File: config.mk
export PLATFORM = sky130hd
export DESIGN_NAME = ata_taskfile_ctrl
export DESIGN_NICKNAME = d
export VERILOG_FILES = /design/src/rtl/ata_taskfile_ctrl.sv
export SDC_FILE = /design/constraint.sdc
export NUM_CORES = 1
export LEC_CHECK = 0
export ABC_AREA = 1
export CAP_MARGIN = 10
export CELL_PAD_IN_SITES_DETAIL_PLACEMENT = 1
export CELL_PAD_IN_SITES_GLOBAL_PLACEMENT = 1
export CORE_AREA = 2 2 92 94
export DETAILED_ROUTE_END_ITERATION = 8
export DIE_AREA = 0 0 94 96
export GPL_TIMING_DRIVEN = 0
export PLACE_DENSITY_LB_ADDON = 0.2
export RECOVER_POWER = 50
export SKIP_CTS_REPAIR_TIMING = 1
export SLEW_MARGIN = 25
export SYNTH_ARGS = -nofsm -noshare
export SYNTH_HDL_FRONTEND = slang
export SYNTH_SLANG_ARGS = --single-unit
File: constraint.sdc
create_clock -name clk -period 1.33 [get_ports clk]
set_clock_uncertainty 0.1 [all_clocks]
set_input_delay 0.133 -clock clk [delete_from_list [all_inputs] [get_ports clk]]
set_output_delay 0.133 -clock clk [all_outputs]
set_load 0.02 [all_outputs]
File: src/rtl/ata_taskfile_ctrl.sv
module ata_taskfile_ctrl #(
  parameter int FLUSH_CYCLES = 16,
  parameter int ID_WORDS     = 256
) (
  input  logic        clk,
  input  logic        rst_n,
  input  logic [2:0]  addr,
  input  logic        wr_en,
  input  logic [7:0]  wr_data,
  input  logic        rd_en,
  output logic [15:0] rd_data,
  output logic        irq
);
  localparam int IW = $clog2(ID_WORDS);
  localparam int CW = $clog2(FLUSH_CYCLES + 1);
  localparam logic [7:0] OP_IDENT = 8'hEC;
  localparam logic [7:0] OP_FLUSH = 8'hE7;

  logic          bsy, drq, err, irq_q;
  logic [7:0]    err_reg, nsect, lba_lo, lba_mid, lba_hi, dev_reg;
  logic [CW-1:0] cnt;
  logic [IW-1:0] widx;
  logic [7:0]    status;

  function automatic logic [15:0] id_word(input logic [IW-1:0] i);
    logic [7:0] b;
    b = 8'(i);
    if (i == IW'(85)) return 16'h0020;
    return {~b, b};
  endfunction

  assign status = {bsy, 1'b1, 1'b0, 1'b0, drq, 2'b00, err};
  assign irq    = irq_q;

  wire cmd_wr  = wr_en && addr == 3'd7 && !bsy;
  wire stat_rd = rd_en && addr == 3'd7;
  wire data_rd = rd_en && addr == 3'd0 && drq;

  always_ff @(posedge clk) begin
    if (!rst_n) begin
      bsy <= 1'b0; drq <= 1'b0; err <= 1'b0; irq_q <= 1'b0;
      err_reg <= '0; nsect <= '0; lba_lo <= '0; lba_mid <= '0;
      lba_hi <= '0; dev_reg <= '0; cnt <= '0; widx <= '0;
    end else begin
      if (stat_rd) irq_q <= 1'b0;
      if (data_rd) begin
        widx <= widx + 1'b1;
        if (widx == IW'(ID_WORDS - 1)) drq <= 1'b0;
      end
      if (wr_en) begin
        case (addr)
          3'd2: nsect   <= wr_data;
          3'd3: lba_lo  <= wr_data;
          3'd4: lba_mid <= wr_data;
          3'd5: lba_hi  <= wr_data;
          3'd6: dev_reg <= wr_data;
          default: ;
        endcase
      end
      if (cmd_wr) begin
        case (wr_data)
          OP_IDENT: begin
            drq <= 1'b1; err <= 1'b0; err_reg <= '0;
            widx <= '0; irq_q <= 1'b1;
          end
          OP_FLUSH: begin
            bsy <= 1'b1; cnt <= CW'(FLUSH_CYCLES);
            drq <= 1'b0; err <= 1'b0; err_reg <= '0;
          end
          default: begin
            err <= 1'b1; err_reg <= 8'h04; drq <= 1'b0; irq_q <= 1'b1;
          end
        endcase
      end else if (bsy) begin
        cnt <= cnt - 1'b1;
        if (cnt == CW'(1)) begin
          bsy   <= 1'b0;
          irq_q <= 1'b1;
        end
      end
    end
  end

  always_comb begin
    case (addr)
      3'd0:    rd_data = drq ? id_word(widx) : 16'h0000;
      3'd1:    rd_data = {8'h00, err_reg};
      3'd2:    rd_data = {8'h00, nsect};
      3'd3:    rd_data = {8'h00, lba_lo};
      3'd4:    rd_data = {8'h00, lba_mid};
      3'd5:    rd_data = {8'h00, lba_hi};
      3'd6:    rd_data = {8'h00, dev_reg};
      default: rd_data = {8'h00, status};
    endcase
  end
endmodule

# After elaboration in Yosys (flattened, before gate mapping)
# Index checks and enable logic that the tools add are counted.
dict set report totals {
  register_bits 65
  word_cells 73
  input_bits 15
}
dict set report classes {
  n_eq_ne 13
  bitwise 1
  n_reduce_logical 18
  add_sub_neg 2
  mux 27
}
# operator n
set op_table {}
lappend op_table {{case mux 16 bit (7 select lines)} 1}
lappend op_table {{two-way mux 16 bit} 3}
lappend op_table {{equality test 8 bit (second input constant)} 3}
lappend op_table {{two-way mux 8 bit} 3}
lappend op_table {{two-way mux 1 bit} 16}
lappend op_table {{two-way mux 5 bit} 3}
lappend op_table {{AND reduction 2 bit} 7}
lappend op_table {{equality test 3 bit (second input constant)} 4}
lappend op_table {{adder 8 x 1 -> 8 bit (second input constant)} 1}
lappend op_table {{equality test 8 x 7 -> 1 bit (second input constant)} 1}
lappend op_table {{NOT 8 bit} 1}
lappend op_table {{equality test 3 x 2 -> 1 bit (second input constant)} 2}
lappend op_table {{nonzero test 2 bit} 3}
lappend op_table {{equality test 5 x 1 -> 1 bit (second input constant)} 1}
lappend op_table {{logical AND 1 bit} 5}
lappend op_table {{subtractor 5 x 1 -> 5 bit (second input constant)} 1}
lappend op_table {{equality test 3 x 1 -> 1 bit (second input constant)} 1}
lappend op_table {{logical NOT 3 bit} 1}
lappend op_table {{two-way mux 3 bit} 1}
lappend op_table {{!= test 2 x 1 -> 1 bit (second input constant)} 1}
lappend op_table {{OR reduction 2 bit} 1}
lappend op_table {{logical NOT 1 bit} 1}

# Longest topological paths before layout
# Gate-level depths: netlist of run 1.
dict set report depth {
  word_depth 6
  depth_mapped 8
  ltp_nobuf 8
}

# Worst setup path after synthesis of run 1
# OpenSTA, ideal clock, no wires.
dict set report synth_timing {
  path_kind {reg-to-output}
  start {register widx[1]}
  end {output port rd_data[11]}
  setup_slack_ps -149
  path_buffers 0
  stages_incl_launch_ff 8
  arrival_time_ps 1246
  path_cell_list {dfxtp_1 -> inv_1 -> ha_1 -> nand2_1 -> nor2_1 -> nand2_1 -> nand2_1 -> nor2_1}
}
dict set report synth_via {
  elab_chain_cells 6
}
# item line
set synth_rtl {}
lappend synth_rtl {{from (decl)} 22} ;# logic [IW-1:0] widx;
lappend synth_rtl {{from (signal assigned)} 47} ;# widx <= widx + 1'b1;
lappend synth_rtl {{equality test 8 x 7 -> 1 bit} 28} ;# if (i == IW'(85)) return 16'h0020;
lappend synth_rtl {{two-way mux 1 bit} 28}
lappend synth_rtl {{two-way mux 1 bit} 85} ;# case (addr)
lappend synth_rtl {{two-way mux 16 bit} 29} ;# return {~b, b};
lappend synth_rtl {{two-way mux 16 bit} 86} ;# 3'd0: rd_data = drq ? id_word(widx) : 16'h0000;
lappend synth_rtl {{case mux 16 bit (7 select lines)} 85}
lappend synth_rtl {{to (decl)} 11} ;# output logic [15:0] rd_data,
# No other way between the ends. The select of a mux whose other input is x is not followed.

# Worst setup path after layout of run 1
dict set report layout_timing {
  start {register widx[1]}
  end {output port rd_data[0]}
}
# Same word-level chain as after synthesis.

==> summary.md, run 1 <==
| Metric | Value |
|---|---|
| Max-slew violation count | 0 |
| Core Region | roughly 8000 sq um |
| Syn Inst Count | 420 |
| Avg Synthesized Cell Area | 6.73 sq um |
| End of the worst hold path | nsect[4]$_SDFFE_PN0P_ |
| Vias in the first global route | 2,867 |
| Final setup vio count | 35 |
| Post-synth top area cell | dfxtp_1 |
| Slew headroom | 61.4% |
| Worst-Margin Slew | a little under 600 ps |
| Most frequent cells in the layout | nand2_1 (75), inv_1 (45), a21oi_1 (45), dfxtp_1 (45), o21ai_0 (36) |
| Global route total overflow | 0 |
| Fmax | 558 MHz |
| Hold Path Class | in2reg |
| CTS tree | done |
| # DRC | 0 |
| Area share of the leading cell type in the synthesized netlist | between 40 and 50% |
| GR Util All Layers | 20.9% |
| Reported leakage power | between 1.5 and 2 nW |
| Initial antenna violation count | 0 |
| CTS clock-pin slew for the worst setup and hold paths | ~60 ps |
| Unrepaired setup endpoints after global routing | true |
| CP Launch Type | register |
| Clk buf depth | 2 |
| Final ANT Viol Nets | 0 |
| Gr busiest metal | met2 |
| Initial Utilization | a little over a third |
| CP Cell Sequence | inv_4 -> ha_4 -> nand2_4 -> nor2_4 -> nand2_4 -> nand3_2 -> nand4_1 -> buf_6 |
| Hold slack final | ~88 ps |
| Fin crit share | 135% |
| R2R Setup Slk | -190 ps |
| Cell area after synthesis | 2830 sq um |
| CP most frequent cell | nand2_4 |
| GR Util met2 | 34.3% |
| VDD IR max | 524 uV |
| Min-Delay Startpoint | wr_data[4] |
| Worst Path Arrival | ~1600 ps |
| Seq/Total Area, Yosys | 40.4% |
| Pwr dens | about 960 nW/um^2 |
| Core Rows | 33 |
| CTS H-tree lvls | 3 |
| Util after Layout | between 40% and 50% |
| Tmin final | 1790 ps |
| Crit-path slowest cell | dfxtp_4 |
| Synth-to-Final Area Change | 35.5% |
| Vias/cell | a little over 5 |
| Most common cell after layout, fill and taps aside | nand2_1 |
| Die ar. | 9020 sq um |
| Initial drt markers | 105 |
| FF+latch count, synth | 57 |
| CP delay by family, top | simple AND/OR/NAND/NOR gates |
| Synth top area cells | dfxtp_1 (40%), nand2_1 (12%), a21oi_1 (8.9%) |
| Slack of the critical path | -463 ps |
| Drt pass-1 iters | 4 |
| Launching point of the worst reg2reg path | widx[1]$_SDFF_PN0_ |
| Diodes inserted | 0 |
| Detailed placement HPWL | around 6.6 mm |
| Worst path required time | 1100 ps |
| Root buffer cell | clkbuf_8 |
| Total Power | 3.69 mW |
| Mapped Nets | 439 |
| Crit Path Max Fanout | 7 |
| First-pass GRT wire length | between 10 and 15 mm |
| RD Place Congestion | 0.822 |
| Met1 Resource Use GR | around 28% |
| Layout cells sized above 1 | 27.3% |
| Die height | 96 um |
| Nets | ~500 |
| Fillers | ~1,000 |
| Failing checks | negative setup slack |
| Setup Crit Path Kind | reg2out |
| Yosys warnings | 0 |
| Reg2reg end | drq$_SDFFE_PN0P_ |
| Library cells used by synthesis | 27 |
| Max-cap viol count | 0 |
| DIE WIDTH | 94 um |
| Final hold violation count | 0 |
| Num Clock Sinks | 57 |
| Detailed-route wire length | 9.57 mm |
| Crit path buf inv count | 2 |
| Post-detailed-route wirelength per cell | 16.4 um |
| Met3 Track Usage GR | 4.15% |
| Largest stage delay, worst path | 360 ps |
| Dpl ws | -1170 ps |
| R2R cell count | 9 |
| Port bufs | 28 |
| Skew-Pair Late Insertion Delay | 340 ps |
| Largest net degree at the start of global routing | 11 |
| Hold path depth | 3 |
| CP endpoint kind | output pin |
| Via count | 2,998 |
| # IOs | 32 |
| Outcome | finished with violations |
| Num CTS Buffers | 9 |
-- through the flow --
| stage | instance area (sq um) | setup TNS [ps] | std cells |
|---|---|---|---|
| 6_report | 3830 | -7150 | 584 |
| 5_1_grt | 3830 | -10540 | 584 |
| 4_1_cts | 3480 | -31260 | 567 |
| 3_5_place_dp | 3300 | -49840 | 553 |
| 3_3_place_gp | 3300 | -48020 | 553 |
| 2_1_floorplan | 2890 | 0 | 420 |
-- worst reg2reg max path, stage by stage (launching register included) --
cell and delay (ps):
dfxtp_4 370, buf_4 140, ha_1 200, inv_2 80, nor2_2 150, nand2_1 80
nand2_1 70, nand2_1 60, nand2_1 80, a21oi_1 70
-- worst max path at each step --
stage	start	endpoint	slack, ps	depth (start not counted)
floorplan	widx[0]$_SDFF_PN0_	rd_data[1]	4	6
global placement	addr[1]	rd_data[6]	-1140	9
detailed placement	addr[1]	rd_data[6]	-1170	9
CTS	addr[1]	rd_data[6]	-1170	9
global route	widx[1]$_SDFF_PN0_	rd_data[0]	-520	8
finish	widx[1]$_SDFF_PN0_	rd_data[0]	-460	8
-- power by group --
part	total, mW	leakage, nW	internal, mW	switching, mW
clock	1.59	0.0978	0.885	0.706
combinational	0.342	0.992	0.112	0.230
sequential	1.76	0.469	1.74	0.0144
-- metal layers --
layer	up-vias	share of wire, %
met5	-	0
met4	0	0.83
met3	9	3.0
met2	37	50
met1	1465	47
li1	1487	-
-- synth_stat cells, drive strengths merged --
library cell  count
a31oi             1
clkinv            1
xnor2             2
dfxtp            57
o21ai            43
nor3              5
nor2             50
nand2            90
o22ai             6
xor2              2
a22oi             1
nand3b            3
ha                4
buf               5
or2               2
a21oi            50
nand3            32
inv              53
nand4             5
clkbuf            8
-- logic make-up (layout without fill, tap and decap cells) --
family	after synthesis	count (layout)	share of synthesized area (%)
AO/OA/AOI/OAI	101	101	18.3
XOR/XNOR	4	4	1.24
flip-flops	57	57	40.4
adder cells (fa/ha/maj)	4	4	1.77
AND/OR/NAND/NOR	187	188	29.0
buffers and inverters	67	125	9.30
-- layout make-up --
| cell class | count | area [sq um] | share of cell area, % |
|---|---|---|---|
| tap | 105 | 131 | 3.43 |
| inverter | 54 | 219 | 5.72 |
| multi-input combinational | 297 | 1680 | 43.9 |
| clock inverter | 4 | 45.0 | 1.18 |
| sequential | 57 | 1160 | 30.4 |
| clock buffer | 10 | 138 | 3.59 |
| timing repair buffer | 44 | 385 | 10.1 |
| timing repair inverter | 1 | 7.51 | 0.196 |
| buffer | 12 | 60.1 | 1.57 |
Power figures use the tool's default switching activity.
==> inputs of run 2 (changes only) <==
--- a/config.mk
+++ b/config.mk
@@ -10,6 +10,7 @@
 export CELL_PAD_IN_SITES_DETAIL_PLACEMENT = 1
 export CELL_PAD_IN_SITES_GLOBAL_PLACEMENT = 1
 export CORE_AREA = 2 2 92 94
+export CTS_CLUSTER_DIAMETER = 60
 export DETAILED_ROUTE_END_ITERATION = 8
 export DIE_AREA = 0 0 94 96
 export GPL_TIMING_DRIVEN = 0
==> results of run 2 <==
The final DEF is identical to that of run 1; final timing and power are the same.
